--- src/rtl/msq_pkg.sv ---
package msq_pkg;
  localparam int ANG_W    = 9;
  localparam int FRAC_W   = 7;
  localparam int QTR      = 1 << FRAC_W;
  localparam int FULL_PCT = 100;
  localparam int RATIO_W  = 8;

  typedef logic [ANG_W-1:0]          angle_t;
  typedef logic signed [RATIO_W-1:0] ratio_t;
  typedef logic [FRAC_W-1:0]         mag_t;

  typedef enum logic [2:0] {
    RES_FULL  = 3'd0,
    RES_HALF  = 3'd1,
    RES_DIV4  = 3'd2,
    RES_DIV8  = 3'd3,
    RES_DIV16 = 3'd4,
    RES_DIV32 = 3'd5,
    RES_DIV64 = 3'd6,
    RES_DIV128 = 3'd7
  } res_t;

  // round(100 * sin(idx * pi / 256)) with a fixed-point Taylor series (Q28)
  function automatic int sin_pct(int idx);
    longint pi_q, x, x2, term, acc;
    pi_q = 64'd843314857;
    x    = (longint'(idx) * pi_q) / 256;
    x2   = (x * x) >>> 28;
    term = x;
    acc  = x;
    for (int k = 1; k <= 6; k++) begin
      term = -(((term * x2) >>> 28) / longint'((2 * k) * (2 * k + 1)));
      acc  = acc + term;
    end
    return int'((acc * 100 + (64'sd1 <<< 27)) >>> 28);
  endfunction

  // angle units moved by one step for a resolution code
  function automatic angle_t stride_of(res_t m);
    return angle_t'(1) << (3'd7 - m);
  endfunction

  function automatic ratio_t apply_sign(mag_t mag, logic neg);
    ratio_t v;
    v = ratio_t'({1'b0, mag});
    return neg ? -v : v;
  endfunction
endpackage

--- src/rtl/msq_step_edge.sv ---
module msq_step_edge #(
  parameter int SYNC_STAGES = 2
) (
  input  logic clk,
  input  logic rst_n,
  input  logic clear,
  input  logic step_in,
  output logic step_rise
);
  logic [SYNC_STAGES-1:0] sync_q;
  logic                   last_q;

  always_ff @(posedge clk or negedge rst_n) begin
    if (!rst_n) begin
      sync_q <= '0;
      last_q <= 1'b0;
    end else if (clear) begin
      sync_q <= '0;
      last_q <= 1'b0;
    end else begin
      sync_q <= {sync_q[SYNC_STAGES-2:0], step_in};
      last_q <= sync_q[SYNC_STAGES-1];
    end
  end

  assign step_rise = sync_q[SYNC_STAGES-1] & ~last_q;

  // one detected edge is a single-cycle pulse
  p_single_pulse_r3: assert property (@(posedge clk) disable iff (!rst_n || clear)
    step_rise |=> !step_rise);
endmodule

--- src/rtl/msq_phase_accum.sv ---
module msq_phase_accum
  import msq_pkg::*;
(
  input  logic   clk,
  input  logic   rst_n,
  input  logic   clear,
  input  logic   step_rise,
  input  logic   dir_rev,
  input  res_t   mode_in,
  output angle_t angle,
  output res_t   mode_q
);
  angle_t angle_q;
  angle_t stride;

  assign stride = stride_of(mode_in);

  always_ff @(posedge clk or negedge rst_n) begin
    if (!rst_n) begin
      angle_q <= '0;
      mode_q  <= RES_FULL;
    end else if (clear) begin
      angle_q <= '0;
      mode_q  <= mode_in;
    end else if (step_rise) begin
      angle_q <= dir_rev ? angle_q - stride : angle_q + stride;
      mode_q  <= mode_in;
    end
  end

  assign angle = angle_q;

  // no movement without a detected edge
  p_still_between_steps_r3: assert property (@(posedge clk) disable iff (!rst_n)
    (!step_rise && !clear) |=> $stable(angle_q));
  // every detected edge moves the angle
  p_step_moves_r3: assert property (@(posedge clk) disable iff (!rst_n)
    (step_rise && !clear) |=> angle_q != $past(angle_q));
  // resolution only changes on an edge or in standby
  p_mode_deferred_r10: assert property (@(posedge clk) disable iff (!rst_n)
    (!step_rise && !clear) |=> $stable(mode_q));
endmodule

--- src/rtl/msq_hold_timer.sv ---
module msq_hold_timer #(
  parameter int HOLD_CYCLES = 60_000_000
) (
  input  logic clk,
  input  logic rst_n,
  input  logic clear,
  input  logic step_rise,
  output logic hold_flag
);
  localparam int CNT_W = $clog2(HOLD_CYCLES + 1);

  logic [CNT_W-1:0] idle_cnt;
  logic             limit_hit;

  assign limit_hit = (idle_cnt == CNT_W'(HOLD_CYCLES - 1));

  always_ff @(posedge clk or negedge rst_n) begin
    if (!rst_n) begin
      idle_cnt  <= '0;
      hold_flag <= 1'b0;
    end else if (clear || step_rise) begin
      idle_cnt  <= '0;
      hold_flag <= 1'b0;
    end else if (limit_hit) begin
      hold_flag <= 1'b1;
    end else begin
      idle_cnt  <= idle_cnt + 1'b1;
    end
  end

  // the flag drops right after a step edge
  p_hold_clear_r9: assert property (@(posedge clk) disable iff (!rst_n)
    step_rise |=> !hold_flag);
  // the flag never rises on the cycle of a step edge
  p_hold_needs_idle_r9: assert property (@(posedge clk) disable iff (!rst_n || clear)
    $rose(hold_flag) |-> $past(!step_rise));
endmodule

--- src/rtl/msq_ratio_lookup.sv ---
module msq_ratio_lookup
  import msq_pkg::*;
(
  input  logic   clk,
  input  logic   rst_n,
  input  angle_t angle,
  input  res_t   mode_q,
  input  logic   enable,
  output ratio_t ratio_a,
  output ratio_t ratio_b
);
  mag_t rom [0:QTR];

  for (genvar g = 0; g <= QTR; g++) begin : g_rom
    assign rom[g] = mag_t'(sin_pct(g));
  end

  logic [1:0]        quad;
  logic [FRAC_W-1:0] frac;
  logic [FRAC_W:0]   lo_idx, hi_idx;
  logic              full_mag;
  mag_t              mag_sin, mag_cos;
  mag_t              a_mag, b_mag;
  logic              a_neg, b_neg;

  assign quad     = angle[ANG_W-1 -: 2];
  assign frac     = angle[FRAC_W-1:0];
  assign lo_idx   = {1'b0, frac};
  assign hi_idx   = (FRAC_W+1)'(QTR) - lo_idx;
  assign full_mag = (mode_q == RES_FULL) ||
                    (mode_q == RES_HALF && frac == FRAC_W'(QTR / 2));
  assign mag_sin  = full_mag ? mag_t'(FULL_PCT) : rom[lo_idx];
  assign mag_cos  = full_mag ? mag_t'(FULL_PCT) : rom[hi_idx];

  always_comb begin
    unique case (quad)
      2'd0: begin a_mag = mag_cos; a_neg = 1'b0; b_mag = mag_sin; b_neg = 1'b0; end
      2'd1: begin a_mag = mag_sin; a_neg = 1'b1; b_mag = mag_cos; b_neg = 1'b0; end
      2'd2: begin a_mag = mag_cos; a_neg = 1'b1; b_mag = mag_sin; b_neg = 1'b1; end
      default: begin a_mag = mag_sin; a_neg = 1'b0; b_mag = mag_cos; b_neg = 1'b1; end
    endcase
  end

  assign ratio_a = enable ? apply_sign(a_mag, a_neg) : '0;
  assign ratio_b = enable ? apply_sign(b_mag, b_neg) : '0;

  // ratios never exceed full scale
  p_ratio_range_r5: assert property (@(posedge clk) disable iff (!rst_n)
    (ratio_a <= 8'sd100 && ratio_a >= -8'sd100 && ratio_b <= 8'sd100 && ratio_b >= -8'sd100));
  // third quadrant drives both phases non-positive
  p_third_quad_sign_r5: assert property (@(posedge clk) disable iff (!rst_n)
    (enable && quad == 2'd2) |-> (ratio_a <= 0 && ratio_b <= 0));
  // full-step resolution always gives full magnitude
  p_full_step_mag_r6: assert property (@(posedge clk) disable iff (!rst_n)
    (enable && mode_q == RES_FULL) |->
      ((ratio_a == 8'sd100 || ratio_a == -8'sd100) && (ratio_b == 8'sd100 || ratio_b == -8'sd100)));
endmodule

--- src/rtl/microstep_sequencer.sv ---
module microstep_sequencer
  import msq_pkg::*;
#(
  parameter int HOLD_CYCLES = 60_000_000,
  parameter int SYNC_STAGES = 2
) (
  input  logic              clk,
  input  logic              rst_n,
  input  logic              chip_en,
  input  logic              out_en,
  input  logic              step_in,
  input  logic              dir_rev,
  input  logic [2:0]        mode_sel,
  output logic signed [7:0] ratio_a,
  output logic signed [7:0] ratio_b,
  output logic              drive_en,
  output logic              hold_flag
);
  logic   standby;
  logic   step_rise;
  angle_t angle;
  res_t   mode_q;

  assign standby  = !chip_en;
  assign drive_en = chip_en && out_en;

  msq_step_edge #(.SYNC_STAGES(SYNC_STAGES)) u_edge (
    .clk(clk), .rst_n(rst_n), .clear(standby), .step_in(step_in), .step_rise(step_rise)
  );

  msq_phase_accum u_accum (
    .clk(clk), .rst_n(rst_n), .clear(standby), .step_rise(step_rise),
    .dir_rev(dir_rev), .mode_in(res_t'(mode_sel)), .angle(angle), .mode_q(mode_q)
  );

  msq_hold_timer #(.HOLD_CYCLES(HOLD_CYCLES)) u_hold (
    .clk(clk), .rst_n(rst_n), .clear(standby), .step_rise(step_rise), .hold_flag(hold_flag)
  );

  msq_ratio_lookup u_lookup (
    .clk(clk), .rst_n(rst_n), .angle(angle), .mode_q(mode_q), .enable(drive_en),
    .ratio_a(ratio_a), .ratio_b(ratio_b)
  );

  // blanked outputs read zero
  p_blank_zero_r7: assert property (@(posedge clk) disable iff (!rst_n)
    !drive_en |-> (ratio_a == 8'sd0 && ratio_b == 8'sd0));
  // standby returns to the start angle and drops the hold request
  p_standby_clears_r8: assert property (@(posedge clk) disable iff (!rst_n)
    !chip_en |=> (angle == '0 && !hold_flag));
endmodule

--- config.mk ---
export PLATFORM = sky130hd
export DESIGN_NAME = microstep_sequencer
export DESIGN_NICKNAME = d
export VERILOG_FILES = /design/src/rtl/msq_pkg.sv /design/src/rtl/msq_step_edge.sv /design/src/rtl/msq_phase_accum.sv /design/src/rtl/msq_hold_timer.sv /design/src/rtl/msq_ratio_lookup.sv /design/src/rtl/microstep_sequencer.sv
export SDC_FILE = /design/constraint.sdc
export NUM_CORES = 1
export LEC_CHECK = 0
export BUFFER_PORTS_ARGS = -buffer_cell sky130_fd_sc_hd__clkbuf_2
export CORE_ASPECT_RATIO = 0.8
export CORE_UTILIZATION = 51
export DETAILED_ROUTE_END_ITERATION = 8
export PLACE_DENSITY_LB_ADDON = 0.25
export SYNTH_ARGS = -nofsm -noshare
export SYNTH_HDL_FRONTEND = slang
export SYNTH_SLANG_ARGS = --single-unit
--- constraint.sdc ---
create_clock -name clk -period 11.4 [get_ports clk]
set_input_delay 1.71 -clock clk [delete_from_list [all_inputs] [get_ports clk]]
set_output_delay 1.71 -clock clk [all_outputs]
set_load 0.05 [all_outputs]
After elaboration in Yosys (flattened, before gate mapping) --
Memory sizes are Yosys's and may differ from the RTL's. Cells that the tools add are included.
Word-level totals: bits of input ports 9, word-level logic and storage cells 64, memory bits (read-only) 3584, output and inout port bits 18, register bits 42, memories 2
Cells by class: multiplexer cells 24, order comparisons 2, add/subtract/negate cells 7, bitwise logic cells 4, shift operators 1, equality and inequality tests 7, reductions and logical operators 11
Memory list:
- (name not given) | words 256, bits a word 7, rd ports 1, clocked after memory_dff 0, write ports 0, RTL line msq_ratio_lookup.sv:33 | assign mag_cos = full_mag ? mag_t'(FULL_PCT) : rom[hi_idx];
- (name not given) | words 256, bits a word 7, rd ports 1, clocked after memory_dff 0, write ports 0, RTL line msq_ratio_lookup.sv:32 | assign mag_sin = full_mag ? mag_t'(FULL_PCT) : rom[lo_idx];
Operators by type and width (count):
- 2-to-1 mux 7 bit | 8
- 2-to-1 mux 26 bit | 2
- 2-to-1 mux 8 bit | 4
- 2-to-1 mux 9 bit | 3
- adder 26 x 1 -> 26 bit, second input constant | 1
- == test 26 bit, second input constant | 1
- greater-or-equal comparator 9 bit, second input constant | 2
- negator 7 -> 8 bit | 2
- adder 9 bit | 1
- inverter 7 -> 9 bit | 1
- inverter 8 -> 9 bit | 1
- << shifter 1 x 3 -> 9 bit, first input constant | 1
- subtractor 9 bit | 1
- subtractor 8 x 7 -> 8 bit, first input constant | 1
- == test 7 bit, second input constant | 1
- 2-to-1 mux 3 bit | 2
- OR reduction 2 bit | 3
- 2-to-1 mux 1 bit | 4
- == test 3 x 1 -> 1 bit, second input constant | 1
- zero test 3 bit | 1
- subtractor 3 bit, first input constant | 1
- == test 2 x 1 -> 1 bit, second input constant | 1
- == test 2 bit, second input constant | 1
- logical AND 1 bit | 2
- 9 further kinds | 10

Logic depth before layout (Yosys ltp) --
depth in word-level cells 10, mapped depth 22, mapped depth without buffers 16

By module --
A second synthesis with hierarchy kept.
Unflattened totals: cells, all modules 788, area, all modules 6053.3 sq um
Modules (own cells, without submodules):
- msq_ratio_lookup | area each 3315.7 sq um, instances 1, cells each 488, sequential area each 0.0 sq um
- msq_hold_timer | area each 1620.3 sq um, instances 1, cells each 172, sequential area each 675.6 sq um
- msq_phase_accum | area each 1004.7 sq um, instances 1, cells each 119, sequential area each 300.3 sq um
- msq_step_edge | area each 102.6 sq um, instances 1, cells each 7, sequential area each 75.1 sq um
- microstep_sequencer | area each 10.0 sq um, instances 1, cells each 2, sequential area each 0.0 sq um

Worst setup path after synthesis --
OpenSTA, ideal clock, no wires.
path kind register to output, start reg u_accum.angle_q[0] (netlist: u_accum.angle[0]), end out ratio_a[6], path slack 4597 ps, stages on the path, launching flop included 23, data required time 9690 ps, arrival time 5093 ps, buffers on the path 7, path through dfrtp_1 -> buf_2 -> clkbuf_1 -> buf_2 -> inv_1 -> ha_1 -> clkbuf_1 -> inv_1 -> ha_1 -> clkbuf_1 -> buf_2 -> buf_2 -> nand2_1 -> mux2_1 -> o211ai_1 -> o311ai_1 -> a21o_1 -> inv_1 -> ha_1 -> nand2_1 -> o31ai_1 -> xor2_1 -> nor2_1
Between the ends: cells in the longest elaborated chain, start to end 10, elaborated cells between the ends (all ways) 18, classes of those cells add/sub (2); eq/ne (1); mux (9); bitwise (2); reduce/logical (2); memory (2)
RTL lines:
- from (decl) | RTL line msq_phase_accum.sv:13 | angle_t angle_q;
- from (signal assigned) | RTL line msq_phase_accum.sv:26 | angle_q <= dir_rev ? angle_q - stride : angle_q + stride;
- subtractor 8 x 7 -> 8 bit | RTL line msq_ratio_lookup.sv:29 | assign hi_idx = (FRAC_W+1)'(QTR) - lo_idx;
- inverter 8 -> 9 bit (implied by the code) | RTL line msq_ratio_lookup.sv:33
- memory read (256 x 7 bit)
- 2-to-1 mux 7 bit (implied by the code) (2 in a row) | RTL line msq_ratio_lookup.sv:33
- 2-to-1 mux 7 bit | RTL line msq_ratio_lookup.sv:33
- 2-to-1 mux 7 bit * | RTL line msq_ratio_lookup.sv:36 | unique case (quad)
- negator 7 -> 8 bit | RTL line msq_pkg.sv:46 | return neg ? -v : v;
- 2-to-1 mux 8 bit * | RTL line msq_pkg.sv:46
- 2-to-1 mux 8 bit * | RTL line msq_ratio_lookup.sv:44 | assign ratio_a = enable ? apply_sign(a_mag, a_neg) : '0;
- to (decl) | RTL line microstep_sequencer.sv:14 | output logic signed [7:0] ratio_a,
Mark *: on every way between the ends. The rest lies on a longest branch, timed or not. The select of a mux whose other input is x is not followed.

Worst setup path in the final report --
start reg u_accum.angle_q[1] (netlist: u_accum.angle[1]), end out ratio_a[6]
The elaborated chain is that of the path after synthesis.

==> results by group <==
Synth
  • Synth cell count leaders: nor2_1, nand2_1, o21ai_0
  • Mapped cell area: 5420 um2
  • Syn Area/Cell: 7.67 um2
  • Yosys synthesis warning count: 0
  • Sequential fraction of the synthesis area: 19.4%
  • Top-count cell post-synth: nor2_1
  • Post-synth top flop: dfrtp_1
  • Area contributors post-synth: dfrtp_1, ha_1, o21ai_0
  • Number of synthesized register bits: 42
  • Yosys cell types: 83
  • Async set-reset flop share out of synthesis: 100%
  • Syn Nets: 747
  • Mapped Cells: 706
  • EDFF count, synth: 0
  • Synth area leader: dfrtp_1
  • Share of the synthesized area in the top cell type: 19.4%

Clock network
  • Num CTS Buffers: 5
  • CTS resizes: 0
  • Post-CTS Setup Bufs: 0
  • Max Root-Sink Buffers: 2
  • Clock-pin slew on the worst setup and hold paths: 0.07 ns
  • Htree depth: 2
  • CTS tree: done
  • CTS Hold Buffers Added: 0
  • CTS sink cnt: 42
  • Clk root buf: clkbuf_16
  • Clock latency on the worst-skew pair: 0.29 ns

Die
  • Total core area: 10300 um2
  • Top-level I/O count: 27
  • Row cnt: 33
  • Die Y: 94.2 um
  • Die extent in x: 117 um
  • DIE AREA: 11000 um2
  • Initial Util: 52.7%

Critical path
  • Worst Path Max Fanout: 31
  • R2R cell count: 13
  • CP Launch Type: flip-flop
  • Nature of the critical path endpoint: output pin
  • Critical path type: flip-flop to output pin
  • CP arrival: 6.17 ns
  • Worst EP required: 9.69 ns

GRT
  • Total track usage: 28.7%
  • Antenna violations before repair: 0
  • Gr ovfl total: 0
  • Pin count of the biggest net entering global routing: 63
  • Number of global-route vias before repair: 4796
  • First-pass GRT wire length: 24.7 mm

Place
  • Pre-CTS WS: 4.03 ns
  • Dpl hpwl: 11.2 mm
  • DP Cell Count: 825
  • Placed cell area: 5530 um2
  • IO Port Bufs: 26
  • Final Wtd Congestion: 0.942

Detailed routing
  • Routed WL: 15.8 mm
  • DRC violations left: 0
  • Via count: 5593
  • DR WL/cell: 19.0 um
  • Drt pass-1 iters: 6
  • Vias/cell: 6.71
  • Post-DRT Antenna Nets: 0
  • 1st-iter DRT viols: 640

Finish
  • Ant. Diodes: 0
  • Final Net Count: 733
  • Final Cell Area: 5700 um2
  • Layout cells sized above 1: 11.4%
  • Post-route non-filler standard cell count: 833
  • Area growth, synth to finish: 5.29%

Flow run
  • Max Cap Viol: 0

STA
  • Slew HR: 21.2%
  • Layout Skew: 0.00748 ns
  • Final setup viols: 0
  • RSZ-0062 raised after global routing: no
  • Setup ws final: 3.52 ns
  • Fin. Hold Viols: 0
  • TNS Setup: 0 ns
  • Fin. max-slew vios: 0
  • Fin crit period: 7.88 ns
  • Period utilisation layout: 69.1%
  • Fmax: 127 MHz
  • Worst-Margin Slew: 1.17 ns

Power and ir drop
  • Power Total: 0.669 mW
  • Static leakage: 2.26 nW
  • Peak supply drop: 0.0726 mV
  • Power per cell area: 117 nW/um2

Hold path
  • Worst Hold Class: flip-flop to flip-flop
  • Hold path cells: 1

Run status
  • Status: complete, no violations
==> final cells by class <==
class / count / area [um2]
Clock buffer: 5 / 125
Fill cell: 956 / 4580
Clock inverter: 3 / 43.8
Timing Repair Buffer: 33 / 183
Sequential cell: 42 / 1050
Tap cell: 140 / 175
Inverter: 28 / 105
Multi-Input combinational cell: 582 / 4020
==> placed cells by master, fill, tap and decap left out, types with 11 or more instances in the layout <==
cell,count
nor2_1,64
or3_1,15
xor2_1,20
nand2_1,62
nor3_1,20
xnor2_1,18
o21ai_0,51
nand2b_1,17
ha_1,31
nand4_1,11
clkbuf_2,26
dfrtp_1,40
nand3_1,17
nor2b_1,13
inv_1,25
a21oi_1,41
mux2i_1,14
==> metal layers <==
layer | up-vias | wire (um) | track usage (%)
li1 | 2583 | - | -
met1 | 2646 | 7100 | 43.3
met2 | 337 | 6780 | 41.1
met3 | 27 | 1640 | 5.61
met4 | 0 | 271 | 7.07
met5 | - | 0 | 0
==> stage by stage <==
| stage | hold slack, ns | utilization [%] |
|---|---|---|
| 2_1_floorplan | 0.434 | - |
| 3_3_place_gp | 0.447 | 53.8 |
| 3_5_place_dp | 0.453 | 53.8 |
| 4_1_cts | 0.475 | 55.5 |
| 5_1_grt | 0.488 | 55.5 |
| 6_report | 0.470 | 55.5 |
==> final timing paths <==
check                                              from                             end  slack (ns)
max in group asynchronous                         rst_n    u_accum.angle[3]$_DFFE_PN0N_        9.51
min                          u_edge.sync_q[0]$_DFF_PN0_      u_edge.sync_q[1]$_DFF_PN0_        0.47
max                        u_accum.angle[1]$_DFFE_PN0N_                      ratio_a[6]        3.52
min in group asynchronous                         rst_n  u_hold.idle_cnt[0]$_DFFE_PN0P_        1.47
min reg2reg                  u_edge.sync_q[0]$_DFF_PN0_      u_edge.sync_q[1]$_DFF_PN0_        0.47
max reg2reg                u_accum.angle[0]$_DFFE_PN0N_    u_accum.angle[8]$_DFFE_PN0N_        8.36
==> report_power, final <==
group / switching [mW] / internal [mW]
Combinational: 0.227 / 0.117
Sequential: 0.00528 / 0.153
Clock: 0.0620 / 0.104
==> critical path, cell delays in order, from the launching register on <==
cell and delay [ns]:
dfrtp_1 0.36, buf_4 0.24, inv_1 0.32, ha_1 0.66, inv_1 0.35, ha_1 0.97
clkinv_1 0.50, nand2_1 0.24, a211oi_1 0.10, o41ai_1 0.35, a21oi_1 0.14, o32ai_1 0.51
inv_1 0.16, ha_1 0.25, nand2_1 0.07, o31ai_1 0.09, xor2_1 0.18, nor2_1 0.10
clkbuf_2 0.29
==> state kept, by name, indices dropped and copies added, names as in the netlist <==
register          flops
u_edge.sync_q         2
u_hold.idle_cnt      26
u_hold.hold_flag      1
u_accum.mode_q        3
u_edge.last_q         1
u_accum.angle         9
==> logic make-up (layout without fill, tap and decap cells) <==
| family | after synthesis | after routing | share of synthesized area [%] |
|---|---|---|---|
| simple gates | 271 | 271 | 26.6 |
| compound gates | 216 | 216 | 28.5 |
| buf+inv | 82 | 69 | 6.56 |
| flops | 42 | 42 | 19.4 |
| xor+xnor | 39 | 39 | 6.31 |
| fa+ha+maj | 32 | 32 | 7.53 |
| mux | 24 | 24 | 5.08 |
No activity file was read; power rests on OpenSTA's default activity.
